<file path="config.mk">
export PLATFORM = sky130hd
export DESIGN_NAME = flow_ctrl_unit
export DESIGN_NICKNAME = d
export VERILOG_FILES = /design/src/rtl/flow_ctrl_pkg.sv /design/src/rtl/irq_edge_detect.sv /design/src/rtl/irq_pending.sv /design/src/rtl/ret_stack.sv /design/src/rtl/flow_ctrl_unit.sv
export SDC_FILE = /design/constraint.sdc
export NUM_CORES = 1
export LEC_CHECK = 0
export BUFFER_PORTS_ARGS = -buffer_cell sky130_fd_sc_hd__buf_2
export CAP_MARGIN = 20
export CORE_MARGIN = 3
export CORE_UTILIZATION = 40
export DETAILED_ROUTE_END_ITERATION = 12
export PLACE_DENSITY_LB_ADDON = 0.25
export SLEW_MARGIN = 20
export SYNTH_ARGS = -nofsm -noshare
export SYNTH_HDL_FRONTEND = slang
export SYNTH_HIERARCHICAL = 1
export SYNTH_SLANG_ARGS = --single-unit
</file>
<file path="constraint.sdc">
create_clock -name clk_i -period 1.6 [get_ports clk_i]
set_input_delay 0.32 -clock clk_i [delete_from_list [all_inputs] [get_ports clk_i]]
set_output_delay 0.32 -clock clk_i [all_outputs]
set_load 0.05 [all_outputs]
</file>
<file path="src/rtl/flow_ctrl_pkg.sv">
package flow_ctrl_pkg;
  typedef enum logic [2:0] {
    FLOW_NONE,
    FLOW_CALL,
    FLOW_RET,
    FLOW_RETSKIP,
    FLOW_RETI,
    FLOW_IRQ
  } flow_e;

  function automatic logic flow_pushes(flow_e f);
    return (f == FLOW_CALL) || (f == FLOW_IRQ);
  endfunction

  function automatic logic flow_pops(flow_e f);
    return (f == FLOW_RET) || (f == FLOW_RETSKIP) || (f == FLOW_RETI);
  endfunction
endpackage

</file>
<file path="src/rtl/irq_edge_detect.sv">
module irq_edge_detect #(
  parameter int unsigned SYNC_STAGES = 2
) (
  input  logic clk_i,
  input  logic rst_ni,
  input  logic pin_i,
  input  logic rising_sel_i,
  output logic edge_o
);
  logic [SYNC_STAGES-1:0] sync_q;
  logic                   prev_q;

  for (genvar g = 0; g < SYNC_STAGES; g++) begin : g_sync
    always_ff @(posedge clk_i or negedge rst_ni) begin
      if (!rst_ni) sync_q[g] <= 1'b0;
      else if (g == 0) sync_q[g] <= pin_i;
      else sync_q[g] <= sync_q[(g == 0) ? 0 : g-1];
    end
  end

  always_ff @(posedge clk_i or negedge rst_ni) begin
    if (!rst_ni) prev_q <= 1'b0;
    else         prev_q <= sync_q[SYNC_STAGES-1];
  end

  logic cur;
  assign cur    = sync_q[SYNC_STAGES-1];
  assign edge_o = rising_sel_i ? (cur & ~prev_q) : (~cur & prev_q);
endmodule

</file>
<file path="src/rtl/irq_pending.sv">
module irq_pending (
  input  logic clk_i,
  input  logic rst_ni,
  input  logic edge_i,
  input  logic en_i,
  input  logic take_i,
  output logic pend_o
);
  logic pend_q;

  always_ff @(posedge clk_i or negedge rst_ni) begin
    if (!rst_ni)    pend_q <= 1'b0;
    else if (!en_i) pend_q <= 1'b0;
    else            pend_q <= (pend_q & ~take_i) | edge_i;
  end

  assign pend_o = pend_q;


  pend_disabled_chk: assert property (@(posedge clk_i) disable iff (!rst_ni)
    !en_i |=> !pend_o);
endmodule

</file>
<file path="src/rtl/ret_stack.sv">
module ret_stack #(
  parameter int unsigned DEPTH = 3,
  parameter int unsigned W     = 11
) (
  input  logic         clk_i,
  input  logic         rst_ni,
  input  logic         push_i,
  input  logic         pop_i,
  input  logic [W-1:0] push_data_i,
  output logic [W-1:0] top_o
);
  localparam int unsigned LAST = DEPTH - 1;

  logic [W-1:0] entry_q [DEPTH];

  for (genvar g = 0; g < DEPTH; g++) begin : g_entry
    always_ff @(posedge clk_i or negedge rst_ni) begin
      if (!rst_ni) begin
        entry_q[g] <= '0;
      end else if (push_i) begin
        if (g == 0) entry_q[g] <= push_data_i;
        else        entry_q[g] <= entry_q[(g == 0) ? 0 : g-1];
      end else if (pop_i) begin
        // bottom entry is kept so an over-pop returns the oldest address
        if (g != LAST) entry_q[g] <= entry_q[(g == LAST) ? LAST : g+1];
      end
    end
  end

  assign top_o = entry_q[0];


  push_top_chk: assert property (@(posedge clk_i) disable iff (!rst_ni)
    push_i |=> top_o == $past(push_data_i));

  pop_keep_bottom_chk: assert property (@(posedge clk_i) disable iff (!rst_ni)
    (pop_i && !push_i) |=> entry_q[LAST] == $past(entry_q[LAST]));
endmodule

</file>
<file path="src/rtl/flow_ctrl_unit.sv">
module flow_ctrl_unit
  import flow_ctrl_pkg::*;
#(
  parameter int unsigned PC_W        = 11,
  parameter int unsigned STACK_DEPTH = 3,
  parameter int unsigned PAGE_W      = 7,
  parameter int unsigned INT_PAGE    = 12,
  parameter int unsigned SYNC_STAGES = 2
) (
  input  logic            clk_i,
  input  logic            rst_ni,
  input  logic            call_i,
  input  logic            rt_i,
  input  logic            rts_i,
  input  logic            rti_i,
  input  logic            ei_i,
  input  logic            di_i,
  input  logic            inth_i,
  input  logic            intl_i,
  input  logic [PC_W-1:0] call_tgt_i,
  input  logic [PC_W-1:0] pc_i,
  input  logic            irq_pin_i,
  output logic [PC_W-1:0] pc_o,
  output logic            pc_load_o,
  output logic            skip_o,
  output logic            int_taken_o
);
  localparam logic [PC_W-1:0] VEC_ADDR = PC_W'(INT_PAGE << PAGE_W);

  logic            en_q, pol_q;
  logic [PC_W-1:0] pc_q;
  logic            load_q, skip_q, taken_q;
  logic            irq_edge, pend;
  logic [PC_W-1:0] stack_top;
  flow_e           flow;

  always_comb begin
    flow = FLOW_NONE;
    if      (call_i)        flow = FLOW_CALL;
    else if (rt_i)          flow = FLOW_RET;
    else if (rts_i)         flow = FLOW_RETSKIP;
    else if (rti_i)         flow = FLOW_RETI;
    else if (pend && en_q)  flow = FLOW_IRQ;
  end

  irq_edge_detect #(.SYNC_STAGES(SYNC_STAGES)) u_edge (
    .clk_i       (clk_i),
    .rst_ni      (rst_ni),
    .pin_i       (irq_pin_i),
    .rising_sel_i(pol_q),
    .edge_o      (irq_edge)
  );

  irq_pending u_pend (
    .clk_i (clk_i),
    .rst_ni(rst_ni),
    .edge_i(irq_edge),
    .en_i  (en_q),
    .take_i(flow == FLOW_IRQ),
    .pend_o(pend)
  );

  ret_stack #(.DEPTH(STACK_DEPTH), .W(PC_W)) u_stack (
    .clk_i      (clk_i),
    .rst_ni     (rst_ni),
    .push_i     (flow_pushes(flow)),
    .pop_i      (flow_pops(flow)),
    .push_data_i(pc_i),
    .top_o      (stack_top)
  );

  always_ff @(posedge clk_i or negedge rst_ni) begin
    if (!rst_ni) begin
      pc_q    <= '0;
      load_q  <= 1'b0;
      skip_q  <= 1'b0;
      taken_q <= 1'b0;
    end else begin
      load_q  <= (flow != FLOW_NONE);
      skip_q  <= (flow == FLOW_RETSKIP);
      taken_q <= (flow == FLOW_IRQ);
      unique case (flow)
        FLOW_CALL:                         pc_q <= call_tgt_i;
        FLOW_IRQ:                          pc_q <= VEC_ADDR;
        FLOW_RET, FLOW_RETSKIP, FLOW_RETI: pc_q <= stack_top;
        default:                           pc_q <= pc_q;
      endcase
    end
  end

  always_ff @(posedge clk_i or negedge rst_ni) begin
    if (!rst_ni) begin
      en_q  <= 1'b0;
      pol_q <= 1'b1;
    end else begin
      if      (flow == FLOW_IRQ)  en_q <= 1'b0;
      else if (flow == FLOW_RETI) en_q <= 1'b1;
      else if (di_i)              en_q <= 1'b0;
      else if (ei_i)              en_q <= 1'b1;
      if      (inth_i) pol_q <= 1'b1;
      else if (intl_i) pol_q <= 1'b0;
    end
  end

  assign pc_o        = pc_q;
  assign pc_load_o   = load_q;
  assign skip_o      = skip_q;
  assign int_taken_o = taken_q;


  call_load_chk: assert property (@(posedge clk_i) disable iff (!rst_ni)
    call_i |=> pc_load_o && pc_o == $past(call_tgt_i));

  rts_skip_chk: assert property (@(posedge clk_i) disable iff (!rst_ni)
    (rts_i && !call_i && !rt_i) |=> skip_o && pc_load_o);

  irq_vector_chk: assert property (@(posedge clk_i) disable iff (!rst_ni)
    (pend && en_q && !call_i && !rt_i && !rts_i && !rti_i)
      |=> int_taken_o && pc_load_o && pc_o == VEC_ADDR);

  irq_disable_chk: assert property (@(posedge clk_i) disable iff (!rst_ni)
    int_taken_o |-> !en_q);

  strobe_first_chk: assert property (@(posedge clk_i) disable iff (!rst_ni)
    (call_i || rt_i || rts_i || rti_i) |=> !int_taken_o);
endmodule

</file>
==> out/metrics.cfg, run 1 <==
[outcome]
status=finished with violations
violations=negative hold slack

[die]
rows=27
dieWidth_um=83.9
ios=47
core_area_mm2=0.00568
initial_core_util_pct=42.8
die_h_um=83.9
dieArea_mm2=0.00704

[sta]
rsz0062_at_grt=no
fin_hold_ws_ns=-0.0145
hold_viol=15
max_slew_margin_pct=81.0
slew_violations=0
fin_skew_ns=0.00715
fin_ws_ns=0.251
timing.final.crit_share_pct=84.3
period_minus_slack_ns=1.35
tns_ns=0
setup_viol_count_final=0
max_freq_mhz=741
worst_pin_slew_ns=0.285

[placement]
placed_cells_incl_taps=303
dp_slack_ns=0.00601
dp_hpwl_um=3080
gp_congestion=0.728
port_buffers=46

[synthesis]
synthCells=195
synth_compound_area_share_pct=11.0
synth_adder_area_share_pct=0
seq_area_frac_synth_pct=54.7
synthDistinctLibCells=32
yosys.area.top_type_share_pct=53.6
synth-xor-area-share_pct=0
avgSynthCellArea_um2=12.5
synthesis.nets=228
syn_area_mm2=0.00243
synth.area.top_cells=dfrtp_1, mux2i_1, o21ai_1
yosysTopAreaCell=dfrtp_1
ys_ff_latch=53
yosys_warnings=6
synth_top_family_by_area=multiplexers
synth_simple_gate_area_share_pct=6.75
synth.area.mux_share_pct=19.6

[power_and_ir_drop]
power.internal_uw=2300
leakage_uw=0.00137
p_total_uw=3180
power_switching_uw=878
p_seq_share_pct=51.7
power_density_mw_per_mm2=1120
power_frac_clock_pct=29.3
peakVddDrop_mv=0.402
p_sw_share_pct=27.6
pwr-share-comb_pct=19.0

[detailed_routing]
top_layer_used=met4
via_per_inst=4.93
detail-route-antenna-nets=0
dr_wl_met3_um=245
drt_first_pass_iters=4
drcViolationCount=0
vias=1533
met2_length_um=1900
wire_per_inst_um=14.2
postRouteWirelength_um=4420
initialDrtViolationCount=82
wl_met1_um=2220

[finish]
area_delta_synth_final_pct=16.4
diodes=0
layout-drive-gt1-share_pct=35.6
instances_no_fill=311
nNetsFinal=271

[clocking]
insertion_delay_ns=0.30
cts_setup_buffers=0
numCtsBuffers=5
hold_buffers=0
ctsHtreeMaxLevel=2
cts_sinks=53
cts_tree=yes
cts_max_path_buffers=2
cts_root_buf=clkbuf_8
ctsResizeCount=0
cts.reportedPaths.clkPinSlew_ns=0.09

[global_routing]
grt_max_degree=54
antenna_found_initial=0
grt_usage_pct=13.8
overflow=0
grt_pass1_wl_um=7850
grt_pass1_vias=1587

[worst_setup_path]
arrival_ns=1.53
crit_required_ns=1.79
crit_fanout=29
end_kind=flip-flop
critPathLaunchType=flip-flop
critPathKind=reg2reg
worst_path_max_delay_cell=dfrtp_1
cp_cell_sequence=a31o_2, buf_12, mux2_2
crit_path_max_incr_delay_ns=0.47

[min_path]
hold_class=in2async

[flow_run]
maxCapViolCount=0

==> cells by family after synthesis <==
logic type             count (synthesis)
and+or+nand+nor                       33
DFF                                   53
buffers and inverters                 25
muxes                                 44
AOI/OAI and AO/OA                     40
==> cell usage in the layout, fill, tap and decap left out, types with 2 or more instances in the layout <==
cell type and instances:
nand2_1 23, a2bb2oi_1 2, o21ai_1 20, o22ai_1 2, buf_12 4, o2bb2ai_1 9, dfrtp_1 52, clkbuf_8 6
buf_2 46, mux2_4 6, mux2_2 5, inv_1 2, buf_4 8, mux2i_1 33, o21ai_0 2
==> layout make-up <==
cell class	instances	area, um^2
well taps	72	90.1
flip-flops and latches	53	1330
fillers	514	2850
clock inverters	1	30.0
repair buffers	58	370
clock buffers	7	86.3
inverters	3	11.3
multi-input cells	117	911
==> path summary, 6_finish.rpt <==
check / cells past startpoint / end / start / slack, ns
min: 2 / pc_o[9]$_DFFE_PN0P_ / rst_ni / -0.01
max reg2reg: 3 / u_stack/entry_q[8]$_DFFE_PN0P_ / en_q$_DFFE_PN0P_ / 0.25
min reg2reg: 0 / u_edge/cur$_DFF_PN0_ / u_edge/sync_q[0]$_DFF_PN0_ / 0.36
min in group clk_i: 1 / u_edge/sync_q[0]$_DFF_PN0_ / irq_pin_i / 0.11
max: 3 / u_stack/entry_q[8]$_DFFE_PN0P_ / en_q$_DFFE_PN0P_ / 0.25
max in group asynchronous: 2 / pol_q$_DFFE_PN1P_ / rst_ni / 1.34
==> per-layer routing <==
metal | track usage (%) | vias up
met5 | 0 | -
li1 | - | 757
met1 | 20.1 | 734
met4 | 3.95 | 0
met2 | 19.5 | 36
met3 | 4.64 | 6
==> power by group through the flow <==
stage	registers (uW)	logic [uW]	clock network [uW]
after floorplan	1760	364	0
after global placement	1660	601	0
after detailed placement	1670	612	0
after CTS	1640	615	958
after global routing	1670	666	1020
final	1640	603	932
==> cell usage after synthesis <==
cell type,number
nor3b_1,1
or4_4,1
buf_4,12
mux2_2,5
inv_2,1
nor3_1,1
dfstp_2,1
o22ai_1,2
mux2_4,6
nand2_1,23
nor4_2,1
buf_8,3
a31o_2,1
nor2_1,2
nand2b_1,1
or3_1,1
buf_2,4
clkbuf_1,1
nand3b_1,1
o21ai_2,1
o21ai_1,20
buf_6,2
o2bb2ai_1,9
mux2i_1,33
a21oi_4,1
nor2b_4,1
inv_1,2
dfrtp_1,52
a2bb2oi_1,2
a21o_1,1
o21ai_0,2
o21a_1,1
==> through the flow <==
step	instance area, um^2	util [%]	hold WS (ns)
after floorplan	2430	-	0.0244
after global placement	2710	47.8	0.332
after detailed placement	2710	47.8	0.339
after CTS	2830	49.8	0.000369
after global routing	2830	49.8	0.00705
final	2830	49.8	-0.0145
==> worst max-delay path, delay by kind of cell, from the launching register on <==
family	cells	cell delay (ns)
compound gates	1	0.22
buf+inv	1	0.19
flops	1	0.47
mux	1	0.36
==> flip-flops by register name, summed over array words and instances, names as in the netlist <==
signal           flops
pc_load_o            1
en_q                 1
u_stack/top_o       11
u_edge/sync_q        1
pc_o                11
u_pend/pend_o        1
u_edge/cur           1
int_taken_o          1
u_stack/entry_q     22
skip_o               1
u_edge/prev_q        1
pol_q                1
Power figures use the tool's default switching activity.
==> inputs of run 2 (changes only) <==
- ABC_AREA: not set -> 1
- clock period: 1.6 -> 1.2 ns (I/O delays scaled with it)
==> out/metrics.cfg, run 2 <==
[outcome]
status=finished with violations
violations=negative setup slack

[synthesis]
yosysTopAreaCell=dfrtp_1
avgSynthCellArea_um2=8.86
synth.area.top_cells=dfrtp_1, nand2_1, nand3_1
ys_ff_latch=53
synth_edf_count=0
synthTopCellsByCount=nand2_1, dfrtp_1, nand3_1, buf_4, inv_1
synthDistinctLibCells=24
synthesis.nets=309
yosys.area.top_type_share_pct=53.2
seq_area_frac_synth_pct=54.3
syn_area_mm2=0.00244
synth_most_common_cell=nand2_1
synthCells=276
synthFlopType=dfrtp_1
synth_async_sr_flop_share_pct=100
yosys_warnings=6

[global_routing]
grt_pass1_vias=1908
grt_pass1_wl_um=9080
antenna_found_initial=0
grt_usage_pct=15.6
overflow=0
grt_max_degree=34

[sta]
max_freq_mhz=724
fin_ws_ns=-0.181
slew_violations=0
timing.final.crit_share_pct=115
hold_viol=0
rsz0062_at_grt=yes
max_slew_margin_pct=79.1
tns_ns=-5.67
setup_viol_count_final=46
period_minus_slack_ns=1.38
fin_skew_ns=0.00690
worst_pin_slew_ns=0.313

[finish]
multi_input_area_um2=972
fill_cells=520
diodes=0
final_cell_area_mm2=0.00307
area_delta_synth_final_pct=25.4
layout-drive-gt1-share_pct=35.2
finalCoreUtilization_pct=53.7
largest_reg_flops=22
register_area_mm2=0.00133
nNetsFinal=365
instances_no_fill=404
layout_commonest_cell=nand2_1
regMostFlops=u_stack/entry_q
layout_common_cells=nand2_1, dfrtp_1, nand3_1

[placement]
port_buffers=46
gp_congestion=0.843
placed_cells_incl_taps=390
place_area_mm2=0.00276
dp_hpwl_um=3660

[clocking]
cts.reportedPaths.clkPinSlew_ns=0.09
numCtsBuffers=5
cts_sinks=53
ctsHtreeMaxLevel=2
cts_root_buf=clkbuf_8
cts_tree=yes
insertion_delay_ns=0.30
cts_max_path_buffers=2

[worst_setup_path]
critPathLaunchType=flip-flop
critPathKind=reg2reg
crit_required_ns=1.39
worst_path_max_delay_cell=dfrtp_1
crit_path_max_incr_delay_ns=0.37
cp_cell_sequence=nand2_2, o21ai_2, a31oi_1, inv_2, nor2_4, buf_12, nand2_1, nand3_2
crit_buf_inv=2
end_kind=flip-flop
cp_top_family=flip-flops
crit_fanout=11
arrival_ns=1.57

[die]
die_h_um=84.2
dieWidth_um=84.2
initial_core_util_pct=42.8
rows=27
ios=47
dieArea_mm2=0.00709
core_area_mm2=0.00571

[power_and_ir_drop]
power_density_mw_per_mm2=1370
pwr-share-comb_pct=20.2
power_switching_uw=1250
power.internal_uw=2950
peakVddDrop_mv=0.577
p_seq_share_pct=52.1
power_frac_clock_pct=27.7
p_sw_share_pct=29.8
leakage_uw=0.00160

[detailed_routing]
drcViolationCount=0
wire_per_inst_um=12.9
initialDrtViolationCount=96
drt_first_pass_iters=5
via_per_inst=4.89
detail-route-antenna-nets=0
postRouteWirelength_um=5230
vias=1974

[flow_run]
maxCapViolCount=0

[min_path]
hold_class=in2reg

-- run 2: path summary, 6_finish.rpt --
check,start,to,slack (ns),cells past startpoint
worst max-delay path,u_pend/pend_o$_DFF_PN0_,u_stack/top_o[3]$_DFFE_PN0P_,-0.18,8
worst min-delay path,irq_pin_i,u_edge/sync_q[0]$_DFF_PN0_,0.05,1
worst max register to register,u_pend/pend_o$_DFF_PN0_,u_stack/top_o[3]$_DFFE_PN0P_,-0.18,8
worst min register to register,u_edge/sync_q[0]$_DFF_PN0_,u_edge/cur$_DFF_PN0_,0.35,0
max in group asynchronous,rst_ni,u_stack/entry_q[11]$_DFFE_PN0P_,0.42,3
min in group asynchronous,rst_ni,u_pend/pend_o$_DFF_PN0_,0.35,2
-- run 2: cell families after synthesis --
group / after synthesis / synth area share, %
AO/OA/AOI/OAI: 14 / 4.25
flip-flops: 53 / 54.3
buffers and inverters: 40 / 10.4
AND/OR/NAND/NOR: 169 / 31.0
-- run 2: through the flow --
step	hold slack, ns	setup slack (ns)	power [uW]
after floorplan	-0.0556	-0.0471	2760
after global placement	0.149	-0.251	2950
after detailed placement	0.151	-0.294	2970
after CTS	0.0376	-0.150	4180
after global routing	0.0380	-0.276	4440
final	0.0454	-0.181	4200
-- run 2: repair_timing --
item	CTS	global route
resized for setup	10	29
gates cloned	1	0
hold buffers	1	0
buffers inserted	3	4
hold endpoints to repair	8	0
pin swaps	6	4
endpoints found under the setup margin	37	49
-- run 2: area by class of cell --
cell class                 instances  area share (%)
timing repair buffer              72            16.5
sequential                        53            43.3
inverter                          16            2.20
tap                               72            2.94
clock buffer                       5            2.24
clock inverter                     2            1.14
multi-input combinational        184            31.7
-- run 2: layer usage --
| metal | share of wire (%) | track usage, % | vias up |
|---|---|---|---|
| met1 | 46 | 21.3 | 923 |
| met5 | 0 | 0 | - |
| met2 | 48 | 25.3 | 58 |
| met4 | 0.97 | 4.68 | 0 |
| li1 | - | - | 988 |
| met3 | 5.2 | 3.14 | 5 |
-- run 2: power by group through the flow --
stage / Sequential (uW) / Combinational [uW] / Clock (uW)
after floorplan: 2320 / 440 / 0
after global placement: 2200 / 758 / 0
after detailed placement: 2200 / 774 / 0
after CTS: 2170 / 811 / 1200
after global routing: 2220 / 949 / 1270
final: 2190 / 850 / 1160
